--- config.mk ---
export PLATFORM = sky130hd
export DESIGN_NAME = adc_phase_align
export DESIGN_NICKNAME = d
export VERILOG_FILES = /design/src/rtl/adc_align_pkg.sv /design/src/rtl/phase_agree.sv /design/src/rtl/hold_timer.sv /design/src/rtl/adc_phase_align.sv
export SDC_FILE = /design/constraint.sdc
export NUM_CORES = 1
export LEC_CHECK = 0
export ABC_AREA = 0
export BUFFER_PORTS_ARGS = -buffer_cell sky130_fd_sc_hd__clkbuf_2
export CAP_MARGIN = 20
export CORE_MARGIN = 3
export CORE_UTILIZATION = 45
export CTS_CLUSTER_DIAMETER = 120
export DETAILED_ROUTE_END_ITERATION = 6
export PLACE_DENSITY = 0.61
export SETUP_SLACK_MARGIN = 0.05
export SLEW_MARGIN = 20
export SYNTH_ARGS = -nofsm -noshare
export SYNTH_HDL_FRONTEND = slang
export SYNTH_HIERARCHICAL = 1
export SYNTH_SLANG_ARGS = --single-unit
--- constraint.sdc ---
create_clock -name clk -period 3.15 [get_ports clk]
set_clock_uncertainty 0.2 [all_clocks]
set_input_delay 0.63 -clock clk [delete_from_list [all_inputs] [get_ports clk]]
set_output_delay 0.63 -clock clk [all_outputs]
set_load 0.1 [all_outputs]
--- src/rtl/adc_align_pkg.sv ---
package adc_align_pkg;

    typedef enum logic [2:0] {
        ST_IDLE,
        ST_SETTLE,
        ST_COMPARE,
        ST_RESET_ADC,
        ST_WAIT_RESTART,
        ST_LOCKED,
        ST_FAIL
    } align_state_e;

    typedef logic [1:0] quad_phase_t;

    localparam quad_phase_t PHASE_MATCH = 2'd0;

    typedef struct packed {
        logic done;
        logic locked;
        logic timeout;
    } align_status_t;

    function automatic int unsigned larger(input int unsigned a, input int unsigned b);
        return (a > b) ? a : b;
    endfunction

    function automatic int unsigned width_for(input int unsigned n);
        return (n < 2) ? 1 : $clog2(n);
    endfunction

endpackage

--- src/rtl/phase_agree.sv ---
module phase_agree
    import adc_align_pkg::*;
#(
    parameter int unsigned VOTES = 4
) (
    input  logic        clk,
    input  logic        rst,
    input  logic        en,
    input  quad_phase_t sample,
    output logic        agree,
    output quad_phase_t agreed
);
    localparam int unsigned CW = width_for(VOTES);
    localparam logic [CW-1:0] LAST_RUN = CW'(VOTES - 1);

    logic [CW-1:0] run_len;
    quad_phase_t   held;

    always_ff @(posedge clk) begin
        if (rst || !en) begin
            run_len <= '0;
            held    <= '0;
        end else if (run_len == '0 || sample != held) begin
            held    <= sample;
            run_len <= CW'(1);
        end else if (run_len != LAST_RUN) begin
            run_len <= run_len + CW'(1);
        end
    end

    assign agree  = en && (run_len == LAST_RUN) && (sample == held);
    assign agreed = held;

    // a decision is never taken on a reading that differs from the previous cycle
    assert_vote_stable_R3: assert property (@(posedge clk) disable iff (rst)
        agree |-> (sample == $past(sample)));

endmodule

--- src/rtl/hold_timer.sv ---
module hold_timer #(
    parameter int unsigned W = 8
) (
    input  logic         clk,
    input  logic         rst,
    input  logic         load,
    input  logic [W-1:0] load_val,
    output logic         expired
);
    logic [W-1:0] remain;

    always_ff @(posedge clk) begin
        if (rst)
            remain <= '0;
        else if (load)
            remain <= load_val;
        else if (remain != '0)
            remain <= remain - W'(1);
    end

    assign expired = (remain == '0);

    // a running count only ever moves down by one unless reloaded
    assert_timer_step_R5: assert property (@(posedge clk) disable iff (rst)
        (!$past(load) && $past(remain) != '0) |-> (remain == $past(remain) - W'(1)));

endmodule

--- src/rtl/adc_phase_align.sv ---
module adc_phase_align
    import adc_align_pkg::*;
#(
    parameter int unsigned RST_PULSE_CYC = 16,
    parameter int unsigned SETTLE_CYC    = 256,
    parameter int unsigned MAX_ATTEMPTS  = 64,
    parameter int unsigned VOTES         = 4,
    localparam int unsigned AW           = $clog2(MAX_ATTEMPTS + 1)
) (
    input  logic          clk,
    input  logic          rst,
    input  logic          start,
    input  logic [1:0]    phase_diff,
    output logic          conv_rst,
    output logic          done,
    output logic          locked,
    output logic          timeout,
    output logic [AW-1:0] attempts
);
    localparam int unsigned TW = width_for(larger(RST_PULSE_CYC, SETTLE_CYC));
    localparam logic [TW-1:0] RST_LOAD    = TW'(RST_PULSE_CYC - 1);
    localparam logic [TW-1:0] SETTLE_LOAD = TW'(SETTLE_CYC - 1);
    localparam logic [AW-1:0] ATT_CAP     = AW'(MAX_ATTEMPTS);

    align_state_e  state;
    align_status_t stat;
    logic [AW-1:0] att_q;

    logic          vote_en, vote_ok;
    quad_phase_t   vote_val;
    logic          tmr_load, tmr_done;
    logic [TW-1:0] tmr_val;
    logic          restartable;

    assign restartable = (state == ST_IDLE) || (state == ST_LOCKED) || (state == ST_FAIL);
    assign vote_en     = (state == ST_COMPARE);

    phase_agree #(.VOTES(VOTES)) u_vote (
        .clk    (clk),
        .rst    (rst),
        .en     (vote_en),
        .sample (quad_phase_t'(phase_diff)),
        .agree  (vote_ok),
        .agreed (vote_val)
    );

    always_comb begin
        tmr_load = 1'b0;
        tmr_val  = SETTLE_LOAD;
        if (restartable && start) begin
            tmr_load = 1'b1;
            tmr_val  = SETTLE_LOAD;
        end else if (state == ST_COMPARE && vote_ok && vote_val != PHASE_MATCH
                     && att_q != ATT_CAP) begin
            tmr_load = 1'b1;
            tmr_val  = RST_LOAD;
        end else if (state == ST_RESET_ADC && tmr_done) begin
            tmr_load = 1'b1;
            tmr_val  = SETTLE_LOAD;
        end
    end

    hold_timer #(.W(TW)) u_timer (
        .clk      (clk),
        .rst      (rst),
        .load     (tmr_load),
        .load_val (tmr_val),
        .expired  (tmr_done)
    );

    always_ff @(posedge clk) begin
        if (rst) begin
            state <= ST_IDLE;
            stat  <= '0;
            att_q <= '0;
        end else begin
            unique case (state)
                ST_IDLE, ST_LOCKED, ST_FAIL: begin
                    if (start) begin
                        state <= ST_SETTLE;
                        stat  <= '0;
                        att_q <= '0;
                    end
                end
                ST_SETTLE: begin
                    if (tmr_done) state <= ST_COMPARE;
                end
                ST_COMPARE: begin
                    if (vote_ok) begin
                        if (vote_val == PHASE_MATCH) begin
                            state       <= ST_LOCKED;
                            stat.done   <= 1'b1;
                            stat.locked <= 1'b1;
                        end else if (att_q == ATT_CAP) begin
                            state        <= ST_FAIL;
                            stat.done    <= 1'b1;
                            stat.timeout <= 1'b1;
                        end else begin
                            state <= ST_RESET_ADC;
                            att_q <= att_q + AW'(1);
                        end
                    end
                end
                ST_RESET_ADC: begin
                    if (tmr_done) state <= ST_WAIT_RESTART;
                end
                ST_WAIT_RESTART: begin
                    if (tmr_done) state <= ST_COMPARE;
                end
                default: state <= ST_IDLE;
            endcase
        end
    end

    assign conv_rst = (state == ST_RESET_ADC);
    assign done     = stat.done;
    assign locked   = stat.locked;
    assign timeout  = stat.timeout;
    assign attempts = att_q;

    // attempt count never passes its cap
    assert_att_cap_R7: assert property (@(posedge clk) disable iff (rst)
        attempts <= ATT_CAP);

    // a timed-out controller is silent
    assert_quiet_fail_R7: assert property (@(posedge clk) disable iff (rst)
        timeout |-> !conv_rst);

    // every new pulse advances the count by one
    assert_count_pulse_R8: assert property (@(posedge clk) disable iff (rst)
        $rose(conv_rst) |-> (attempts == $past(attempts) + AW'(1)));

    // outcomes are exclusive and done reflects exactly one
    assert_excl_R9: assert property (@(posedge clk) disable iff (rst)
        done == (locked ^ timeout));

    // lock is only declared while no reset is in flight
    assert_lock_quiet_R4: assert property (@(posedge clk) disable iff (rst)
        locked |-> !conv_rst);

endmodule

## Word-level counts from Yosys, hierarchy flattened

Cells that the tools add are included.

- Add/sub/neg operators: 3
- Multipliers: 0
- Divide/modulo/power cells: 0
- Magnitude comparators: 0
- Eq/ne operators: 21
- Shift operators: 0
- Muxes and demuxes: 28
- Bitwise gates (word level): 0
- Reduce and logical (&&, ||, !) cells: 29

Operators with widths:

| cell | count |
|---|---|
| $mux W8 | 4 |
| $mux W7 | 4 |
| $mux W3 | 8 |
| $ne A2 B2 Y1 const B | 7 |
| $pmux W7 S2 | 1 |
| $pmux W3 S4 | 1 |
| $reduce_and A4 Y1 | 3 |
| $reduce_and A5 Y1 | 2 |
| $eq A3 B3 Y1 const B | 3 |
| $mux W1 | 9 |
| $logic_not A8 Y1 | 1 |
| $reduce_bool A2 Y1 | 4 |
| $reduce_bool A8 Y1 | 1 |
| $sub A8 B1 Y8 const B | 1 |
| $add A7 B1 Y7 const B | 1 |
| $eq A7 B7 Y1 const B | 1 |
| $logic_and A1 B1 Y1 | 7 |
| $ne A7 B7 Y1 const B | 1 |
| $eq A3 B2 Y1 const B | 2 |
| $pmux W3 S2 | 1 |
| $logic_not A2 Y1 | 2 |
| $logic_or A1 B1 Y1 | 4 |
| $ne A2 B1 Y1 const B | 2 |
| $reduce_or A2 Y1 | 2 |
| other kinds (9) | 9 |

- Register bits after elaboration: 25
- Bits in latches: 0
- Memory bits (writable): 0
- ROM bits: 0
- Output and inout port bits: 11
- Logic and storage cells: 90
- Memories: 0

## Longest topological paths before layout

- Depth in word-level cells: 9
- Gate-level depth with buffers: 11

## Modules after synthesis

Netlist, hierarchy kept.

Modules (own cells, without submodules):

| module | times used | cells an instance | area each (µm²) |
|---|---|---|---|
| adc_phase_align | 1 | 96 | 808.3 |
| hold_timer | 1 | 53 | 475.5 |
| phase_agree | 1 | 20 | 209.0 |

## Least setup slack after synthesis

OpenSTA, ideal clock, no wires.

- Kind: reg2reg
- From: register att_q[3], in the netlist attempts[3]
- To: register u_timer.remain[0]
- Library setup time: 0.073 ns
- Data arrival time: 2.518 ns
- Data required time: 2.877 ns
- Slack: 0.359 ns
- Stages on the path, launching flop included: 6
- Path through: dfxtp_1 -> or4_4 -> o211a_1 -> a211o_2 -> or4_4 -> o211ai_2

- Word-level cells in the longest chain between the ends: 5

Ends and longest elaborated chain:

| what | RTL line | RTL |
|---|---|---|
| start: declaration | adc_phase_align.sv:27 | `logic [AW-1:0] att_q;` |
| start signal: assignment | adc_phase_align.sv:100 | `att_q <= att_q + AW'(1);` |
| $ne A7 B7 Y1 * | adc_phase_align.sv:54 | `&& att_q != ATT_CAP) begin` |
| $logic_and A1 B1 Y1 * | adc_phase_align.sv:54 |  |
| $mux W1 * | adc_phase_align.sv:53 | `end else if (state == ST_COMPARE && vote_ok && vote_val != PHASE_MATCH` |
| $mux W1 * | adc_phase_align.sv:50 | `if (restartable && start) begin` |
| via tmr_load | adc_phase_align.sv:31 | `logic tmr_load, tmr_done;` |
| $mux W8 or $reduce_bool A2 Y1 (tied branches) | -- |  |
| end signal: assignment | hold_timer.sv:16 | `remain <= load_val;` |
| end signal: assignment | hold_timer.sv:18 | `remain <= remain - W'(1);` |
| end: declaration | hold_timer.sv:10 | `logic [W-1:0] remain;` |

Mark *: on every way through the listed nets, which the timed path passes. The rest lies on a longest branch.
A chain may end at the register's enable or synchronous reset.

## Worst setup path after layout

- From: register u_vote.held[0], in the netlist u_vote/agreed[0]
- To: register u_timer.remain[5]

- Word-level cells in the longest chain between the ends: 8

Ends and longest elaborated chain:

| what | RTL line | RTL |
|---|---|---|
| start: declaration | phase_agree.sv:17 | `quad_phase_t held;` |
| start signal: assignment | phase_agree.sv:24 | `held <= sample;` |
| $eq A2 B2 Y1 * | phase_agree.sv:31 | `assign agree = en && (run_len == LAST_RUN) && (sample == held);` |
| $logic_and A1 B1 Y1 * | phase_agree.sv:31 |  |
| via vote_ok | adc_phase_align.sv:29 | `logic vote_en, vote_ok;` |
| $logic_and A1 B1 Y1 * (2 in series) | adc_phase_align.sv:53 |  |
| $logic_and A1 B1 Y1 * | adc_phase_align.sv:54 |  |
| $mux W1 * | adc_phase_align.sv:53 |  |
| $mux W1 * | adc_phase_align.sv:50 |  |
| via tmr_load | adc_phase_align.sv:31 |  |
| $mux W8 or $reduce_bool A2 Y1 (tied branches) | -- |  |

Marks and branches as above.

==> results.md <==
* Crit. End Element: register
* Layout Cells excl Fill at 232
* Width of the chip at 63.6 um
* Seq/Total Area, Yosys at 33.5%
* Startpoint Class: register
* Leak pwr at between 0.6 and 0.7 nW
* Post-synthesis cell count at between 150 and 200
* Commonest cells after routing, fill and taps aside: dfxtp_1, nand2_1, clkbuf_2
* WL final at 3.17 mm
* Worst min-delay path category: register to register
* Inserted Diodes at 0
* Post-placement cell count at approximately 230
* Worst-margin pin slew at ~0.54 ns
* CP Launch Point: u_vote/agreed[0]
* Die height at 63.6 um
* EDFF count, synth at 0
* Setup repair bufs after CTS at 0
* Yosys Warn Count at 6
* Tcrit/Tclk final at between 80 and 90%
* R2R cell count at 7
* Via density at about 5.7
* CTS tree: done
* Hold slack at 0.309 ns
* Core outline area at about 0.0031 sq mm
* PwrDens at ~500 mW/mm^2
* Fin Setup TNS at 0 ns
* Reg-to-Reg Start: u_vote/agreed[0]
* Total Power at about 810 uW
* Clk sinks at 25
* Largest net degree at the start of global routing at 20
* Fraction of layout cells with a size suffix above 1 at between 10% and 20%
* # IOs at 16
* CTS buffer count at 3
* Maximum vdd ir drop at roughly 0.26 mV
* Clock slew at reported path FFs at roughly 0.14 ns
* Fillers at ~310
* Initial Utilization at 48.1%
* Final hold violation count at 0
* CP delay by family, top: compound AO/OA/AOI/OAI gates
* Unrepaired setup endpoints after global routing: false
* Synth-to-Final Area Change at 10.1%
* Antenna violations before repair at 0
* Slew headroom at roughly 64%
* Area after DPL at 0.00162 sq mm
* H-Tree Depth at 1
* DRC Markers at 0
* Vias in the first global route at approximately 1300
* Worst Path Buf+Inv at 0
* Slowest CP cell: a211o_2
* Worst r2r dst: u_timer/remain[5]
* Clock latency on the worst-skew pair at about 0.32 ns
* Maximum clock rate at 374 MHz
* Post-layout util at 53.0%
* Post-place setup slack at 0.170 ns
* Worst Path Required at between 3 and 4 ns
* Post-DP HPWL at between 2 and 2.5 mm
* Gp weighted congestion at around 0.85
* First DRT Iteration DRCs at 77
* Mean Syn Cell Area at slightly below 9 sq um
* Ys flop type: dfxtp_1
* Worst R2R Setup Slack at 0.47 ns
* # Max-Cap Violations at 0
* Die ar. at 0.00404 sq mm
* Root Buffer: clkbuf_4
* Min cycle time layout at between 2 and 3 ns
* Pins over their slew limit at 0
* Setup-failing EPs final at 0
* Post-CTS Resized at 0
* PortBufs at 15
* CTS Buffer Depth at 2
* Layout Cell Area excl Fill at 0.00164 sq mm
* Post-synth cell types at between 50 and 60
* Critical path endpoint: u_timer/remain[5]
* Worst path depth at 7
* Post-synthesis instance area at roughly 0.0015 sq mm
* Grt ovf at 0
* Final Net Count at just under 200
* Status: completed
* Async set or reset register ratio after synthesis at 0%
* Global-route wire length before repair at roughly 5.7 mm
* Commonest non-fill, non-tap cell in the layout: dfxtp_1
* CP arrival at around 2.7 ns
* Hold buffers post-CTS at 0
* Max Fanout on Critical Path at 14
* Final Worst Setup Slack at between 0.4 and 0.5 ns
* Std-Cell Rows at 20
* Vias at roughly 1300
* Cells along the critical path: xor2_1 > nor3_1 > and4bb_2 > o211a_1 > a211o_2 > or2_2 > o32ai_1
* Routed len/inst at between 10 and 15 um
* Critical Path Max Stage Delay at about 0.43 ns
* Post-route antenna net violation count at 0
* Kind of critical path: register to register
* GRT Total Usage at between 15 and 20%
* Flops & latches, synth at 25
* 1st-pass router iterations at 4
sequential cells by signal, indices dropped and copies added (netlist names):
| register | count |
|---|---|
| attempts | 7 |
| done | 1 |
| locked | 1 |
| state | 3 |
| timeout | 1 |
| u_timer/remain | 8 |
| u_vote/agreed | 2 |
| u_vote/run_len | 2 |
cells in the mapped netlist (3+ instances only):
library cell | n | area (sq um)
a211oi_1 | 3 | 22.5
a21oi_1 | 10 | 50.1
a31oi_1 | 7 | 43.8
clkbuf_1 | 3 | 11.3
dfxtp_1 | 25 | 500
ha_1 | 5 | 62.6
inv_1 | 9 | 33.8
mux2i_1 | 5 | 50.1
nand2_1 | 16 | 60.1
nand3_1 | 3 | 15.0
nor2_1 | 9 | 33.8
nor2b_1 | 4 | 25.0
nor3_1 | 8 | 40.0
o21ai_0 | 5 | 25.0
o32ai_1 | 4 | 35.0
or2b_1 | 3 | 22.5
xnor2_1 | 4 | 35.0
xor2_1 | 5 | 43.8
logic make-up (layout without fill, tap and decap cells):
kind of cell / Yosys count / in the layout / synth area share [%]
AND/OR/NAND/NOR: 65 / 65 / 27.6
multiplexers: 5 / 5 / 3.35
buffers and inverters: 16 / 32 / 5.20
adder cells (fa/ha/maj): 5 / 5 / 4.19
XOR/XNOR: 9 / 9 / 5.28
other: 1 / 4 / 0.251
AO/OA/AOI/OAI: 43 / 43 / 20.6
flip-flops: 25 / 25 / 33.5
final cells by class:
| type | instances | area (sq um) | share of cell area (%) |
|---|---|---|---|
| Multi-Input combinational cell | 131 | 926 | 56.3 |
| Sequential cell | 25 | 500 | 30.4 |
| Timing Repair Buffer | 18 | 97.6 | 5.94 |
| Tap cell | 44 | 55.1 | 3.35 |
| Inverter | 10 | 38.8 | 2.36 |
| Clock buffer | 4 | 26.3 | 1.60 |
power breakdown:
part	leakage, nW	total (mW)	switching, mW	internal (mW)
sequential	0.204	0.395	0.0431	0.352
clock	0.0150	0.149	0.0991	0.0495
combinational	0.430	0.265	0.142	0.123
layer usage:
layer	up-vias	global-route usage (%)	part of all wire, %
met4	0	4.85	0.60
met1	647	21.5	48
met5	-	0	0
met2	21	29.7	49
li1	660	-	-
met3	2	2.14	2.6
worst min-delay path by stage:
stage                 startpoint                end  slack [ns]  cells past startpoint
3_3_place_gp         attempts[6]        attempts[6]        0.27                      1
6_report                 timeout            timeout        0.31                      2
5_1_grt            phase_diff[1]   u_vote/agreed[1]        0.33                      2
3_5_place_dp             timeout            timeout        0.27                      2
2_1_floorplan  u_vote/run_len[1]  u_vote/run_len[1]        0.35                      2
4_1_cts                  timeout            timeout        0.31                      2
worst min-delay path: cells and delay by family (launching register included):
| kind | cells | cell delay [ns] |
|---|---|---|
| flip-flops | 1 | 0.37 |
| AND/OR/NAND/NOR | 1 | 0.07 |
| AO/OA/AOI/OAI | 1 | 0.05 |
No activity file was read; power rests on OpenSTA's default activity.
